## config.mk

```make
export PLATFORM = sky130hd
export DESIGN_NAME = pic_core
export DESIGN_NICKNAME = d
export VERILOG_FILES = /design/src/rtl/pic_pkg.sv /design/src/rtl/pic_edge_latch.sv /design/src/rtl/pic_resolver.sv /design/src/rtl/pic_ctrl_regs.sv /design/src/rtl/pic_core.sv
export SDC_FILE = /design/constraint.sdc
export NUM_CORES = 1
export LEC_CHECK = 0
export BUFFER_PORTS_ARGS = -buffer_cell sky130_fd_sc_hd__buf_2
export CORE_MARGIN = 4
export CORE_UTILIZATION = 35
export DETAILED_ROUTE_END_ITERATION = 10
export PLACE_DENSITY = 0.59
export RECOVER_POWER = 100
export SLEW_MARGIN = 10
export SYNTH_ARGS = -nofsm -noshare
export SYNTH_HDL_FRONTEND = slang
export SYNTH_SLANG_ARGS = --single-unit
```

## constraint.sdc

```tcl
create_clock -name clk -period 1.79 [get_ports clk]
set_input_delay 0.358 -clock clk [delete_from_list [all_inputs] [get_ports clk]]
set_output_delay 0.358 -clock clk [all_outputs]
set_load 0.01 [all_outputs]
```

## src/rtl/pic_pkg.sv

```systemverilog
package pic_pkg;

    localparam int NLVL  = 8;
    localparam int IDX_W = $clog2(NLVL);
    localparam int CMD_W = 3;

    typedef logic [NLVL-1:0]  lvl_vec_t;
    typedef logic [IDX_W-1:0] lvl_idx_t;

    typedef enum logic [CMD_W-1:0] {
        CMD_MASK_LOAD = 3'd0,
        CMD_EOI_TOP   = 3'd1,
        CMD_EOI_LEVEL = 3'd2,
        CMD_SMM_ENTER = 3'd3,
        CMD_SMM_LEAVE = 3'd4
    } cmd_e;

    typedef struct packed {
        logic     valid;
        lvl_idx_t idx;
    } pick_t;

    // Lowest set index wins; bit 0 is the most urgent level.
    function automatic pick_t pick_first(lvl_vec_t v);
        pick_t r;
        r = '0;
        for (int i = NLVL - 1; i >= 0; i--) begin
            if (v[i]) begin
                r.valid = 1'b1;
                r.idx   = lvl_idx_t'(i);
            end
        end
        return r;
    endfunction

    function automatic lvl_vec_t one_hot(lvl_idx_t idx);
        lvl_vec_t m;
        for (int i = 0; i < NLVL; i++) m[i] = (i == int'(idx));
        return m;
    endfunction

    // Bits 0..idx set: the levels at or above a given priority.
    function automatic lvl_vec_t upto_mask(lvl_idx_t idx);
        lvl_vec_t m;
        for (int i = 0; i < NLVL; i++) m[i] = (i <= int'(idx));
        return m;
    endfunction

endpackage

```

## src/rtl/pic_edge_latch.sv

```systemverilog
module pic_edge_latch
    import pic_pkg::*;
(
    input  logic     clk,
    input  logic     rst,
    input  lvl_vec_t irq_in,
    input  lvl_vec_t clr_vec,
    output lvl_vec_t req_q
);
    lvl_vec_t prev_q;
    lvl_vec_t rise;

    assign rise = irq_in & ~prev_q;

    always_ff @(posedge clk) begin
        if (rst) begin
            prev_q <= '0;
            req_q  <= '0;
        end else begin
            prev_q <= irq_in;
            req_q  <= (req_q & ~clr_vec) | rise;
        end
    end


    edge_latch_chk: assert property (@(posedge clk) disable iff (rst)
        (irq_in[0] && !prev_q[0]) |=> req_q[0]);

endmodule

```

## src/rtl/pic_resolver.sv

```systemverilog
module pic_resolver
    import pic_pkg::*;
(
    input  lvl_vec_t req,
    input  lvl_vec_t imr,
    input  lvl_vec_t isr,
    input  logic     smm,
    output lvl_vec_t eligible,
    output pick_t    pick
);
    lvl_vec_t chain;
    lvl_vec_t blocked;

    // chain[i]: some level at or above i is in service
    always_comb begin
        logic acc;
        acc = 1'b0;
        for (int i = 0; i < NLVL; i++) begin
            acc      = acc | isr[i];
            chain[i] = acc;
        end
    end

    for (genvar g = 0; g < NLVL; g++) begin : g_blk
        assign blocked[g] = smm ? isr[g] : chain[g];
    end

    assign eligible = req & ~imr & ~blocked;
    assign pick     = pick_first(eligible);

endmodule

```

## src/rtl/pic_ctrl_regs.sv

```systemverilog
module pic_ctrl_regs
    import pic_pkg::*;
(
    input  logic             clk,
    input  logic             rst,
    input  logic             wr_en,
    input  logic [CMD_W-1:0] wr_cmd,
    input  lvl_vec_t         wr_data,
    input  lvl_vec_t         ack_set,
    output lvl_vec_t         imr_q,
    output lvl_vec_t         isr_q,
    output logic             smm_q
);
    cmd_e     cmd;
    lvl_vec_t eoi_clr;
    pick_t    top_isr;
    lvl_idx_t lvl_sel;

    assign cmd     = cmd_e'(wr_cmd);
    assign top_isr = pick_first(isr_q);
    assign lvl_sel = wr_data[IDX_W-1:0];

    always_comb begin
        eoi_clr = '0;
        if (wr_en) begin
            case (cmd)
                CMD_EOI_TOP:   eoi_clr = top_isr.valid ? one_hot(top_isr.idx) : '0;
                CMD_EOI_LEVEL: eoi_clr = one_hot(lvl_sel);
                default:       eoi_clr = '0;
            endcase
        end
    end

    always_ff @(posedge clk) begin
        if (rst) begin
            imr_q <= '0;
            isr_q <= '0;
            smm_q <= 1'b0;
        end else begin
            isr_q <= (isr_q & ~eoi_clr) | ack_set;
            if (wr_en) begin
                case (cmd)
                    CMD_MASK_LOAD: imr_q <= wr_data;
                    CMD_SMM_ENTER: smm_q <= 1'b1;
                    CMD_SMM_LEAVE: smm_q <= 1'b0;
                    default: ;
                endcase
            end
        end
    end


    eoi_level_chk: assert property (@(posedge clk) disable iff (rst)
        (wr_en && cmd == CMD_EOI_LEVEL && ack_set == '0) |=> !isr_q[$past(lvl_sel)]);


    eoi_top_chk: assert property (@(posedge clk) disable iff (rst)
        (wr_en && cmd == CMD_EOI_TOP && ack_set == '0 && isr_q[0]) |=> !isr_q[0]);

endmodule

```

## src/rtl/pic_core.sv

```systemverilog
module pic_core
    import pic_pkg::*;
(
    input  logic             clk,
    input  logic             rst,
    input  logic [NLVL-1:0]  irq_in,
    input  logic             wr_en,
    input  logic [CMD_W-1:0] wr_cmd,
    input  logic [NLVL-1:0]  wr_data,
    input  logic             ack,
    output logic             int_out,
    output logic             grant_valid,
    output logic [IDX_W-1:0] grant_idx
);
    lvl_vec_t req_q;
    lvl_vec_t imr_q;
    lvl_vec_t isr_q;
    logic     smm_q;
    lvl_vec_t eligible;
    pick_t    pick;
    lvl_vec_t ack_set;

    pic_edge_latch u_latch (
        .clk     (clk),
        .rst     (rst),
        .irq_in  (irq_in),
        .clr_vec (ack_set),
        .req_q   (req_q)
    );

    pic_resolver u_res (
        .req      (req_q),
        .imr      (imr_q),
        .isr      (isr_q),
        .smm      (smm_q),
        .eligible (eligible),
        .pick     (pick)
    );

    pic_ctrl_regs u_regs (
        .clk     (clk),
        .rst     (rst),
        .wr_en   (wr_en),
        .wr_cmd  (wr_cmd),
        .wr_data (wr_data),
        .ack_set (ack_set),
        .imr_q   (imr_q),
        .isr_q   (isr_q),
        .smm_q   (smm_q)
    );

    assign int_out     = pick.valid;
    assign grant_valid = ack && pick.valid;
    assign grant_idx   = grant_valid ? pick.idx : '0;
    assign ack_set     = grant_valid ? one_hot(pick.idx) : '0;


    reset_quiet_chk: assert property (@(posedge clk)
        rst |=> (!int_out && isr_q == '0 && imr_q == '0 && !smm_q));


    grant_marks_chk: assert property (@(posedge clk) disable iff (rst)
        grant_valid |=> isr_q[$past(grant_idx)]);


    no_regrant_chk: assert property (@(posedge clk) disable iff (rst)
        grant_valid |-> !isr_q[grant_idx]);


    masked_hold_chk: assert property (@(posedge clk) disable iff (rst)
        grant_valid |-> !imr_q[grant_idx]);


    nest_block_chk: assert property (@(posedge clk) disable iff (rst)
        (grant_valid && !smm_q) |-> ((isr_q & upto_mask(grant_idx)) == '0));


    idle_ack_chk: assert property (@(posedge clk) disable iff (rst)
        (ack && eligible == '0) |-> !grant_valid);

endmodule

```

### Yosys cells after proc, flatten, opt, wreduce, memory -nomap -nowiden

Cells that the tools add are included.

* bits in read-only memories: 0
* latch bits: 0
* logic and storage cells: 86
* register bits: 33
* memories: 0
* output and inout bits: 5
* input port bits: 23
* RAM bits: 0

* equality and inequality tests: 25
* muxes and demuxes: 29
* order comparisons: 0
* bitwise operators: 19
* multipliers: 0
* div/mod/pow operators: 0
* add/sub/neg operators: 0
* reduce and logical (&&, ||, !) cells: 8
* shift operators: 0

Operators by type and width (number)
* two-way mux 4 bit: 16
* AND 8 bit: 5
* inverter 8 bit: 5
* equality test 3 bit (first input constant): 12
* two-way mux 8 bit: 3
* equality test 2 x 3 -> 1 bit (first input constant): 6
* bitwise OR 8 bit: 2
* one-hot mux 8 bit (2 select lines): 1
* zero test 3 bit: 4
* equality test 1 x 3 -> 1 bit (first input constant): 3
* two-way mux 1 bit: 7
* bitwise OR 1 bit: 7
* equality test 3 x 2 -> 1 bit (second input constant): 2
* AND reduction 2 bit: 2
* equality test 3 x 1 -> 1 bit (second input constant): 1
* equality test 3 bit (second input constant): 1
* two-way mux 3 bit: 1
* one-hot mux 1 bit (2 select lines): 1
* nonzero test 2 bit: 1
* logical AND 1 bit: 1

### Logic depth before layout (Yosys ltp)

* word-level depth: 23
* depth in mapped cells: 7

### By module

From an unflattened synthesis, not the netlist that was laid out.

* cell total of the unflattened synthesis: 209
* area total of the unflattened synthesis: 1750.4 um^2

By module, submodules not included
* pic_ctrl_regs: cells each 101, seq. area each 340.3 um^2, area each 810.8 um^2, instances 1
* pic_edge_latch: cells each 49, seq. area each 320.3 um^2, area each 564.3 um^2, instances 1
* pic_resolver: cells each 42, seq. area each 0.0 um^2, area each 272.8 um^2, instances 1
* pic_core: cells each 17, seq. area each 0.0 um^2, area each 102.6 um^2, instances 1

### Least setup slack after synthesis

No wires, ideal clock.

* path type: register to output
* start point: register u_regs.isr_q[4]
* end point: output port grant_idx[0]
* path slack: -234 ps
* arrival: 1666 ps
* cell stages (with the launch flop): 8
* cells stage by stage: dfxtp_1 -> buf_6 -> nor4_1 -> o2111ai_1 -> and3b_1 -> or2_1 -> buf_6 -> a221oi_2

* word-level cells in the longest chain between the ends: 17

RTL lines
* start: declaration: line pic_ctrl_regs.sv:11 `output lvl_vec_t isr_q,`
* start signal: assignment: line pic_ctrl_regs.sv:40 `isr_q <= (isr_q & ~eoi_clr) | ack_set;`
* bitwise OR 1 bit (4 in a row): line pic_resolver.sv:19 `acc = acc | isr[i];`
* two-way mux 1 bit: line pic_resolver.sv:25 `assign blocked[g] = smm ? isr[g] : chain[g];`
* inverter 8 bit (*): line pic_resolver.sv:28 `assign eligible = req & ~imr & ~blocked;`
* AND 8 bit (*): line pic_resolver.sv:28
* two-way mux 4 bit (3 in a row): line pic_pkg.sv:28 `if (v[i]) begin`
* two-way mux 4 bit (*) (5 in a row): line pic_pkg.sv:28
* logical AND 1 bit: line pic_core.sv:53 `assign grant_valid = ack && pick.valid;`
* two-way mux 3 bit (*): line pic_core.sv:54 `assign grant_idx = grant_valid ? pick.idx : '0;`
* end: declaration: line pic_core.sv:13 `output logic [IDX_W-1:0] grant_idx`

Every way passes the cells marked *; elsewhere a longest branch is shown, timed or not.

### Worst setup path after layout

* start point: register u_regs.isr_q[1]
* end point: output port grant_idx[0]

* word-level cells in the longest chain between the ends: 20

RTL lines (line)
* bitwise OR 1 bit (7 in a row): pic_resolver.sv:19
* two-way mux 1 bit: pic_resolver.sv:25
* inverter 8 bit (*): pic_resolver.sv:28
* AND 8 bit (*): pic_resolver.sv:28
* two-way mux 4 bit (6 in a row): pic_pkg.sv:28
* two-way mux 4 bit (*) (2 in a row): pic_pkg.sv:28
* logical AND 1 bit: pic_core.sv:53
* two-way mux 3 bit (*): pic_core.sv:54

Marks and branches as above.

==> results.json <==
{
  "synth-main-ff-cell": "dfxtp_1",
  "clk_latency_ps": 280,
  "startpoint": "u_regs.isr_q[1]$_SDFF_PP0_",
  "fmax_mhz": 428.4,
  "tns_ps": -2662,
  "post-route-period-util_pct": 130.4,
  "relSlewSlack_pct": 50.16,
  "die_x_um": 78.67,
  "clockBufferDepth": 2,
  "drive_above_1_share_pct": 42.46,
  "start_util_pct": 36.52,
  "async_flop_share_pct": 0,
  "syn_area_um2": 1748,
  "grt_overflow": 0,
  "routed_via_density": 5.080,
  "place_inst": 338,
  "worstPathArrival_ps": 1980,
  "internal_power_mw": 1.452,
  "p_sw_mw": 0.6650,
  "dp.final_hpwl_um": 3787,
  "htree_levels": 2,
  "nets": 308,
  "finalHoldViolations": 0,
  "grtUsageTotal_pct": 17.45,
  "final_area_um2": 2581,
  "cts_tree": "yes",
  "totalWireLength_um": 5199,
  "portBuffers": 27,
  "final_cells": 352,
  "powerDensity_nw_per_um2": 820.0,
  "switching_share_pct": 31.42,
  "io_pins": 28,
  "critPathCaptureType": "primary output",
  "grt_pass1_vias": 1747,
  "placed_area_um2": 2280,
  "fin_worst_skew_ps": 4.028,
  "syn-num-nets": 231,
  "clock_sinks": 33,
  "core-area_um2": 4786,
  "root_buffer": "clkbuf_8",
  "violations": "negative setup slack",
  "cp.required_ps": 1430,
  "slew_violations": 0,
  "final_antenna_net_count": 0,
  "grt_first_pass_wirelength_um": 8500,
  "syn_area_per_cell_um2": 8.403,
  "crit_type": "reg -> out",
  "clkPwrFrac_pct": 27.4,
  "outcome": "complete, but fails checks",
  "tightestPinTransition_ps": 747.6,
  "min_path_type": "in -> reg",
  "cts_buffers": 5,
  "num_antenna_cells": 0,
  "multi_input_area_um2": 1156,
  "finalSetupViolations": 12,
  "syn_inst": 208,
  "fillCellCount": 435,
  "wl_per_cell_um": 14.77,
  "ys_seq_area_share_pct": 37.80,
  "drv_cap": 0,
  "die_h_um": 78.67,
  "grt_antenna_before_repair": 0,
  "period_needed_ps": 2334,
  "final_common_cell": "buf_4",
  "comb_power_share_pct": 34.5,
  "synth_edf_count": 0,
  "hold-worst-slack_ps": 297.0,
  "crit_fanout": 4,
  "min_from": "irq_in[2]",
  "path_clk_slew_ps": 70,
  "grt_max_degree": 18,
  "drc": 0,
  "cp-start-kind": "flip-flop",
  "ys_ff_latch": 33,
  "area_delta_synth_final_pct": 47.67,
  "ys_types": 54,
  "p_leak_nw": 1.013,
  "irDropWorstVdd_mv": 0.5630,
  "ff_latch_area_um2": 671.9,
  "gp_congestion": 0.9224,
  "dr_total_vias": 1788,
  "p_seq_share_pct": 38.1,
  "drtIter0Drc": 97,
  "r2r_start": "u_regs.isr_q[1]$_SDFF_PP0_",
  "hold_buffers": 0,
  "layout_common_cells": "buf_4, dfxtp_1, nand2_1, buf_2, a21oi_1",
  "grt_setup_unrepaired": "yes",
  "fin_ws_ps": -544.2,
  "firstDrtPassIters": 4,
  "ys_warn_count": 0,
  "die-area_um2": 6189,
  "rows": 25
}
==> layer usage <==
metal	GRT usage [%]	vias to the layer above	wire [µm]
li1	-	909	-
met2	29.12	39	2571
met4	5.594	0	74
met5	0	-	0
met3	3.326	8	192
met1	22.55	832	2361
==> sequential cells by signal, summed over array words and instances (netlist names) <==
| signal | flops |
|---|---|
| u_latch.prev_q | 8 |
| u_latch.req_q | 8 |
| u_regs.imr_q | 8 |
| u_regs.isr_q | 8 |
| u_regs.smm_q | 1 |
==> cell usage after synthesis, types with 2 or more instances <==
master | count | area (µm²)
dfxtp_1 | 33 | 660.6
nand2_1 | 26 | 97.59
a21oi_1 | 23 | 115.1
nor2b_1 | 14 | 87.58
nand2b_1 | 12 | 75.07
nor2_1 | 10 | 37.54
inv_1 | 9 | 33.78
o21ai_0 | 7 | 35.03
clkbuf_1 | 5 | 18.77
o221ai_1 | 4 | 35.03
nand3_1 | 3 | 15.01
o2111ai_1 | 3 | 26.28
o31ai_1 | 3 | 22.52
a21boi_1 | 2 | 15.01
a32o_1 | 2 | 20.02
and3_1 | 2 | 12.51
buf_2 | 2 | 10.01
buf_6 | 2 | 22.52
nor3_1 | 2 | 10.01
nor3b_1 | 2 | 15.01
nor3b_2 | 2 | 25.02
nor4_1 | 2 | 12.51
o21a_1 | 2 | 15.01
o21ai_1 | 2 | 10.01
o22ai_1 | 2 | 12.51
o31a_1 | 2 | 17.52
or2_1 | 2 | 12.51
or3_1 | 2 | 12.51
==> through the flow <==
step                      power [mW]  setup slack (ps)  utilization (%)
after floorplan                1.132            -199.6                -
after detailed placement       1.409            -348.9            47.63
after CTS                      2.051            -535.6            52.00
after global routing           2.225            -653.2            53.93
after global placement         1.403            -329.8            47.63
final                          2.117            -544.2            53.93
==> cells by family after synthesis <==
kind of cell | Yosys count | synth area share, %
compound gates | 66 | 26.63
flops | 33 | 37.80
simple gates | 91 | 30.71
buf+inv | 18 | 4.867
==> critical path, stage by stage, from the launching register on <==
cell and delay (ps):
dfxtp_2 330, buf_6 120, nor4_4 270, o21bai_1 120, a22o_1 210, or2_4 250, a221oi_4 210, buf_2 170
==> what timing repair did <==
| item | 4_1_cts | 5_1_grt |
|---|---|---|
| pin swaps | 15 | 10 |
| setup endpoints to repair | 15 | 16 |
| buffers inserted | 5 | 4 |
| resized for setup | 26 | 15 |
==> worst paths after layout <==
| check | slack (ps) | to | cells after the start |
|---|---|---|---|
| worst min-delay path | 300 | u_latch.prev_q[2]$_SDFF_PP0_ | 2 |
| worst min register to register | 460 | u_regs.imr_q[4]$_SDFFE_PP0P_ | 2 |
| worst max register to register | -90 | u_regs.isr_q[2]$_SDFF_PP0_ | 8 |
| worst max-delay path | -540 | grant_idx[0] | 7 |
==> area by class of cell <==
type	count	area share (%)
Clock buffer	6	3.199
Clock inverter	1	0.2908
Inverter	9	1.309
Multi-Input combinational cell	157	44.79
Sequential cell	33	26.03
Tap cell	67	3.248
Timing Repair Buffer	79	21.13
==> power by group through the flow <==
stage	sequential [mW]	clock (mW)	combinational (mW)
finish	0.806	0.580	0.731
global route	0.809	0.626	0.789
CTS	0.802	0.595	0.654
detailed placement	0.816	0	0.592
global placement	0.815	0	0.588
floorplan	0.813	0	0.319
Note: power is estimated with default switching activity, not from simulation.
